File: config.mk
export PLATFORM = sky130hd
export DESIGN_NAME = sc_activation
export DESIGN_NICKNAME = d
export VERILOG_FILES = /design/src/rtl/sc_act_pkg.sv /design/src/rtl/sc_sync2.sv /design/src/rtl/sc_clk_div.sv /design/src/rtl/sc_act_fsm.sv /design/src/rtl/sc_activation.sv
export SDC_FILE = /design/constraint.sdc
export NUM_CORES = 1
export LEC_CHECK = 0
export ABC_AREA = 0
export CAP_MARGIN = 20
export CORE_MARGIN = 5
export CORE_UTILIZATION = 40
export DETAILED_ROUTE_END_ITERATION = 6
export HOLD_SLACK_MARGIN = 0.08
export PLACE_DENSITY = 0.67
export SYNTH_ARGS = -nofsm -noshare
export SYNTH_HDL_FRONTEND = slang
export SYNTH_SLANG_ARGS = --single-unit
File: constraint.sdc
create_clock -name clk_i -period 4.8 [get_ports clk_i]
set_clock_uncertainty 0.05 [all_clocks]
set_input_delay 1.44 -clock clk_i [delete_from_list [all_inputs] [get_ports clk_i]]
set_output_delay 1.44 -clock clk_i [all_outputs]
set_load 0.02 [all_outputs]
File: src/rtl/sc_act_pkg.sv
package sc_act_pkg;
  typedef enum logic [2:0] {
    ST_IDLE,
    ST_SETTLE,
    ST_RST_HOLD,
    ST_ATR_WAIT,
    ST_ACTIVE,
    ST_DOWN_RST,
    ST_DOWN_CLK
  } act_state_e;
endpackage

File: src/rtl/sc_sync2.sv
module sc_sync2 #(
  parameter logic RESET_VAL = 1'b0
) (
  input  logic clk_i,
  input  logic rst_ni,
  input  logic d_i,
  output logic q_o
);
  logic meta_q;

  always_ff @(posedge clk_i or negedge rst_ni) begin
    if (!rst_ni) begin
      meta_q <= RESET_VAL;
      q_o    <= RESET_VAL;
    end else begin
      meta_q <= d_i;
      q_o    <= meta_q;
    end
  end
endmodule

File: src/rtl/sc_clk_div.sv
module sc_clk_div #(
  parameter int SEL_W = 3
) (
  input  logic             clk_i,
  input  logic             rst_ni,
  input  logic             en_i,
  input  logic [SEL_W-1:0] sel_i,
  output logic             card_clk_o,
  output logic             rise_o
);
  localparam int CNT_W = 1 << SEL_W;

  logic [CNT_W-1:0] cnt_q;
  logic [CNT_W-1:0] mask;
  logic [CNT_W-1:0] low_bits;
  logic [SEL_W-1:0] sel_eff;

  // select 0 is treated as 1: minimum period of two system clocks
  assign sel_eff  = (sel_i == '0) ? SEL_W'(1) : sel_i;
  assign mask     = (CNT_W'(1) << sel_eff) - CNT_W'(1);
  assign low_bits = cnt_q & mask;

  // rising edge of the card clock happens on the next system edge
  assign rise_o     = en_i && (low_bits == (mask >> 1));
  assign card_clk_o = en_i && cnt_q[sel_eff - SEL_W'(1)];

  always_ff @(posedge clk_i or negedge rst_ni) begin
    if (!rst_ni)    cnt_q <= '0;
    else if (!en_i) cnt_q <= '0;
    else            cnt_q <= cnt_q + CNT_W'(1);
  end
endmodule

File: src/rtl/sc_act_fsm.sv
module sc_act_fsm
  import sc_act_pkg::*;
#(
  parameter int SETTLE_CYCLES = 400000,
  parameter int RST_HOLD      = 512,
  parameter int ATR_WAIT      = 65536
) (
  input  logic       clk_i,
  input  logic       rst_ni,
  input  logic       present_i,
  input  logic       io_i,
  input  logic       tick_i,
  output act_state_e state_o,
  output logic       atr_started_o,
  output logic       atr_tmo_o
);
  localparam int HOLD_MAX = (RST_HOLD > ATR_WAIT) ? RST_HOLD : ATR_WAIT;
  localparam int CNT_MAX  = (SETTLE_CYCLES > HOLD_MAX) ? SETTLE_CYCLES : HOLD_MAX;
  localparam int TMR_W    = $clog2(CNT_MAX + 1);

  localparam logic [TMR_W-1:0] SETTLE_LAST = TMR_W'(SETTLE_CYCLES - 1);
  localparam logic [TMR_W-1:0] HOLD_LAST   = TMR_W'(RST_HOLD - 1);
  localparam logic [TMR_W-1:0] WAIT_LAST   = TMR_W'(ATR_WAIT - 1);

  act_state_e       state_q;
  logic [TMR_W-1:0] tmr_q;
  logic             pres_q, io_q;
  logic             pres_rise, io_fall;

  assign pres_rise = present_i && !pres_q;
  assign io_fall   = io_q && !io_i;
  assign state_o   = state_q;

  always_ff @(posedge clk_i or negedge rst_ni) begin
    if (!rst_ni) begin
      state_q       <= ST_IDLE;
      tmr_q         <= '0;
      pres_q        <= 1'b0;
      io_q          <= 1'b1;
      atr_started_o <= 1'b0;
      atr_tmo_o     <= 1'b0;
    end else begin
      pres_q <= present_i;
      io_q   <= io_i;
      unique case (state_q)
        ST_IDLE: begin
          if (pres_rise) begin
            state_q       <= ST_SETTLE;
            tmr_q         <= '0;
            atr_started_o <= 1'b0;
            atr_tmo_o     <= 1'b0;
          end
        end
        ST_SETTLE: begin
          if (!present_i) begin
            state_q <= ST_IDLE;
          end else if (tmr_q == SETTLE_LAST) begin
            state_q <= ST_RST_HOLD;
            tmr_q   <= '0;
          end else begin
            tmr_q <= tmr_q + TMR_W'(1);
          end
        end
        ST_RST_HOLD: begin
          if (!present_i) begin
            state_q <= ST_DOWN_RST;
          end else if (tick_i) begin
            if (tmr_q == HOLD_LAST) begin
              state_q <= ST_ATR_WAIT;
              tmr_q   <= '0;
            end else begin
              tmr_q <= tmr_q + TMR_W'(1);
            end
          end
        end
        ST_ATR_WAIT: begin
          if (!present_i) begin
            state_q <= ST_DOWN_RST;
          end else if (io_fall) begin
            state_q       <= ST_ACTIVE;
            atr_started_o <= 1'b1;
          end else if (tick_i) begin
            if (tmr_q == WAIT_LAST) begin
              state_q   <= ST_DOWN_RST;
              atr_tmo_o <= 1'b1;
            end else begin
              tmr_q <= tmr_q + TMR_W'(1);
            end
          end
        end
        ST_ACTIVE: begin
          if (!present_i) state_q <= ST_DOWN_RST;
        end
        ST_DOWN_RST: state_q <= ST_DOWN_CLK;
        ST_DOWN_CLK: state_q <= ST_IDLE;
        default:     state_q <= ST_IDLE;
      endcase
    end
  end
endmodule

File: src/rtl/sc_activation.sv
module sc_activation
  import sc_act_pkg::*;
#(
  parameter int SETTLE_CYCLES = 400000,
  parameter int RST_HOLD      = 512,
  parameter int ATR_WAIT      = 65536,
  parameter int SEL_W         = 3
) (
  input  logic             clk_i,
  input  logic             rst_ni,
  input  logic             card_present_i,
  input  logic             card_io_i,
  input  logic [SEL_W-1:0] clk_sel_i,
  output logic             pwr_en_no,
  output logic             card_clk_o,
  output logic             card_rst_no,
  output logic             act_done_o,
  output logic             atr_started_o,
  output logic             atr_tmo_o
);
  logic       present_s, io_s, tick, clk_run;
  act_state_e state;

  sc_sync2 #(.RESET_VAL(1'b0)) u_sync_pres (
    .clk_i(clk_i), .rst_ni(rst_ni), .d_i(card_present_i), .q_o(present_s)
  );

  sc_sync2 #(.RESET_VAL(1'b1)) u_sync_io (
    .clk_i(clk_i), .rst_ni(rst_ni), .d_i(card_io_i), .q_o(io_s)
  );

  sc_clk_div #(.SEL_W(SEL_W)) u_div (
    .clk_i(clk_i), .rst_ni(rst_ni), .en_i(clk_run), .sel_i(clk_sel_i),
    .card_clk_o(card_clk_o), .rise_o(tick)
  );

  sc_act_fsm #(
    .SETTLE_CYCLES(SETTLE_CYCLES), .RST_HOLD(RST_HOLD), .ATR_WAIT(ATR_WAIT)
  ) u_fsm (
    .clk_i(clk_i), .rst_ni(rst_ni), .present_i(present_s), .io_i(io_s),
    .tick_i(tick), .state_o(state), .atr_started_o(atr_started_o),
    .atr_tmo_o(atr_tmo_o)
  );

  always_comb begin
    clk_run     = 1'b0;
    pwr_en_no   = 1'b1;
    card_rst_no = 1'b0;
    unique case (state)
      ST_RST_HOLD, ST_DOWN_RST: begin
        clk_run   = 1'b1;
        pwr_en_no = 1'b0;
      end
      ST_ATR_WAIT, ST_ACTIVE: begin
        clk_run     = 1'b1;
        pwr_en_no   = 1'b0;
        card_rst_no = 1'b1;
      end
      ST_DOWN_CLK: pwr_en_no = 1'b0;
      default: ;
    endcase
  end

  assign act_done_o = (state == ST_ATR_WAIT) || (state == ST_ACTIVE);
endmodule

==> results of run 1 <==
-- sequential cells by signal, indices dropped and copies added (netlist names) --
| register | cells |
|---|---|
| u_fsm.io_q | 1 |
| u_sync_pres.q_o | 1 |
| u_sync_io.q_o | 1 |
| u_fsm.tmr_q | 19 |
| u_div.cnt_q | 8 |
| u_fsm.state_o | 3 |
| u_sync_io.meta_q | 1 |
| u_fsm.atr_tmo_o | 1 |
| u_fsm.pres_q | 1 |
| u_fsm.atr_started_o | 1 |
| u_sync_pres.meta_q | 1 |
-- through the flow --
step | setup WS (ns) | TNS, ns
final | 0.08305 | 0
after global routing | -0.01757 | -0.02268
after floorplan | 0.1383 | 0
after CTS | 0.01660 | 0
after detailed placement | -0.4596 | -3.720
after global placement | -0.3458 | -1.356
-- cells by family (layout without fill, tap and decap cells) --
| logic type | after synthesis | count (layout) | share of synthesized area [%] |
|---|---|---|---|
| compound gates | 69 | 69 | 18.97 |
| xor+xnor | 10 | 10 | 3.560 |
| fa+ha+maj | 10 | 10 | 5.086 |
| buf+inv | 27 | 46 | 5.442 |
| flops | 38 | 38 | 38.81 |
| mux | 4 | 4 | 2.645 |
| simple gates | 122 | 122 | 25.48 |
-- repair_timing --
action	in CTS	in global routing
pin swaps	0	1
setup endpoints to repair	2	9
resized for setup	5	5
hold buffers	0	0
hold endpoints to repair	0	0
-- worst max-delay path by stage --
stage | to | cells after the start | startpoint | slack [ns]
floorplan | u_fsm.tmr_q[11] | 16 | clk_sel_i[2] | 0.14
global placement | card_clk_o | 9 | clk_sel_i[2] | -0.35
detailed placement | card_clk_o | 9 | clk_sel_i[2] | -0.46
CTS | card_clk_o | 9 | clk_sel_i[2] | 0.02
global route | u_fsm.tmr_q[4] | 16 | clk_sel_i[2] | -0.02
finish | card_clk_o | 9 | clk_sel_i[2] | 0.08
-- cells in the final DEF, fill, tap and decap left out, drive strengths merged, types with 6 or more instances in the layout --
cell type / instances
nor4: 7
and3: 7
dfrtp: 35
nand3: 22
nand2b: 6
buf: 19
o21ai: 26
ha: 10
nor2: 25
nor2b: 8
o31ai: 8
inv: 9
clkdlybuf4s50: 10
a21oi: 8
nand2: 27
-- power by group through the flow --
stage                     sequential (mW)  clock, mW  combinational (mW)
after floorplan                     0.407          0               0.382
after global placement              0.444          0               0.465
after detailed placement            0.445          0               0.475
after CTS                           0.439      0.287               0.476
after global routing                0.452      0.297               0.536
final                               0.441      0.279               0.477
-- final cells by class --
cell class	instances	area share (%)
timing repair buffer	29	8.499
tap	75	3.320
clock buffer	5	2.435
clock inverter	3	1.594
inverter	9	1.195
multi-input combinational	215	49.18
sequential	38	33.78
-- layer usage --
layer | vias up | global-route usage, % | part of all wire [%]
li1 | 1054 | - | -
met1 | 1088 | 20.81 | 48
met2 | 36 | 24.61 | 48
met3 | 7 | 2.607 | 3.4
met4 | 0 | 4.121 | 1.3
met5 | - | 0 | 0
==> impl_summary.md, run 1 <==
Final layout
Compared with the post-synthesis result, the final layout area differs by 14.90%. The final antenna diode count is 0. The number of fill cells is 588.

The final core area utilization is 47.46%. Once layout is done, the placed cells without fillers occupy 2826 sq um. The total area of multi-input combinational cells is 1390 sq um. The proportion of layout cells with a drive suffix above 1 is 13.38%. After the last flow step, the layout net total stands at 315. Leaving out filler cells and counting taps, the final layout contains 374. The sequential cells in the finished layout cover a total of 954.7 sq um.

Routing
Summing over every cut layer, the via total after detailed routing is 2,185. Dividing the detail-routed via count by the number of cells gives 5.842. The total detailed-routing wirelength is 5.526 mm. The first detailed-routing pass ran for 4 iterations. After detailed routing, the number of remaining DRC violations is 0. The number of routed nets with antenna violations is 0. The DRC violation total after the first TritonRoute iteration is 107. The routed length per placed instance is 14.78 microns.

Critical path
The startpoint of the most critical register-to-register path is u_fsm.state_o[1]. The worst setup path is launched from an input port. The critical-path cell with the highest stage delay is sky130_fd_sc_hd__clkdlybuf4s50_1. The worst setup path category is in -> out.

The category of cells accounting for the largest share of critical-path delay is buffers and inverters. The setup slack of the worst register-to-register path is 2.25 ns. The destination of the worst register-to-register timing path is u_fsm.tmr_q[4].

The number of buffers and inverters on the critical path is 4. The worst register-to-register path has a depth of 8. Traced cell by cell, the critical path runs through clkdlybuf4s50_1 -> inv_1 -> a21oi_4 -> inv_2 -> ha_1 -> mux4_2 -> mux2i_1 -> nor2_1 -> buf_4. The highest fanout seen on the critical path is 3. The worst setup path is captured at an output port.

The stage delay of the slowest cell on the critical path is 0.49 ns. The worst endpoint required time is 3.31 ns. The critical path arrival is 3.23 ns.

Place
Once placement finished, the instance area stood at 2696 sq um. Buffers placed on the I/O ports in this run total 12. Once placement completed, the tool counted placed cells totaling 366. Routability-driven placement finished with a final weighted congestion of 0.7786. The detailed placer's ending HPWL is 3.869 mm.

Global route
The number of antenna violations at the first check in global routing is 0. The pin count of the biggest net entering global routing is 39. The total routing resource utilization after global routing is 15.12%. The global-route wire length before repair is 9.480 mm.

The global route total overflow is 0. The via count of the first global-routing pass is 2,057.

Clock network
The clock reaches the later pin of the worst-skew pair after 0.29 ns. The clock input transition at the sequential cells of the worst setup and hold paths is 0.08 ns. The clock passes through at most 2 buffers. The clock drives 38 sinks.

The root buffer cell chosen for the clock tree is sky130_fd_sc_hd__clkbuf_8. TritonCTS created 5 clock buffers. The number of levels the H-tree was split into is 2. TritonCTS built the clock tree. The post-CTS repair timing setup buffer count is 0.

Floorplan
The core area is 5956 sq um. The initial utilization of the core area, before any placement, comes to 41.30%. The overall die height is 88.42 microns. The die area is 7818 sq um. The floorplan has 28 rows.

The die is 88.42 microns wide. During I/O placement, the number of pins put on the boundary was 13.

Power
The peak ir drop on the vdd network is 249.5 uV. The power density relative to cell area is 423.6 nW/um^2. The portion of total power attributed to combinational logic is 39.9%. Of the total power, registers draw 36.8%. The static leakage power is 1.141 nW. The switching portion of total power is 39.34%. Internal power comes to 0.7263 mW. The overall power of the completed layout is 1.197 mW. The analysis attributes to net switching a power of 0.4711 mW. The clock network accounts for 23.3% of the total power.

Synth
In the synthesized netlist the async set-or-reset flop fraction comes to 100.0%. The commonest cells after synthesis are 35 x sky130_fd_sc_hd__dfrtp_1, 27 x sky130_fd_sc_hd__nand2_1, 26 x sky130_fd_sc_hd__o21ai_0. The count of distinct cell types in the synthesized netlist is 49.

The number of enable flip-flop cells after synthesis is 0. The synthesized netlist occupies a cell area of 2460 sq um. The number of standard cells after synthesis is 280. The register bit total from synthesis is 38. The top-area cell type share of the netlist area is 35.61%. The Yosys warning count is 0. Sorting the synthesized cells by area gives the leading types as sky130_fd_sc_hd__dfrtp_1 36%, sky130_fd_sc_hd__o21ai_0 5.3%, sky130_fd_sc_hd__ha_1 5.1%, sky130_fd_sc_hd__nand3_1 4.5%, sky130_fd_sc_hd__nand2_1 4.1%.

The leading cell type by number of instances after synthesis is sky130_fd_sc_hd__dfrtp_1. Each instance of the synthesized netlist takes up on average 8.785 sq um. The number of nets produced by synthesis is 297. sky130_fd_sc_hd__dfrtp_1 takes more of the synthesized area than any other cell. For this run, the register share of the synthesized area comes to 38.81%.

The most instantiated flip-flop cell in the synthesis netlist is sky130_fd_sc_hd__dfrtp_1.

STA
The final critical-path share of the clock period is 98.27%. Setup violations remaining at the end of the flow were counted as 0. The minimum hold slack is 0.3084 ns. Static timing analysis puts the maximum clock frequency at 0.2120 GHz. The count of pins over their slew limit is 0. The final hold violation count is 0. At the pin with the least slew margin, the transition time is 0.8720 ns. In this run the tightest slew margin relative to its limit is 41.87%.

Counting I/O delays and the setup requirement, the final critical path takes 4.717 ns.

Hold path
The worst min-delay path endpoint is u_sync_io.q_o. The worst hold path cell count is 0. The beginning of the worst hold path is u_sync_io.meta_q. The class of the most critical hold timing path is reg -> reg.

Outcome
The flow ran to the end, and the final reports show no timing, DRC or antenna violations.

Job
The number of maximum-capacitance violations is 0.
(Power assumes the default switching activity.)
==> inputs of run 2 (changes only) <==
Settings changed: CAP_MARGIN 20 to default.
==> results of run 2 <==
Same layout as run 1: the final DEF is identical, and so are final timing and power.
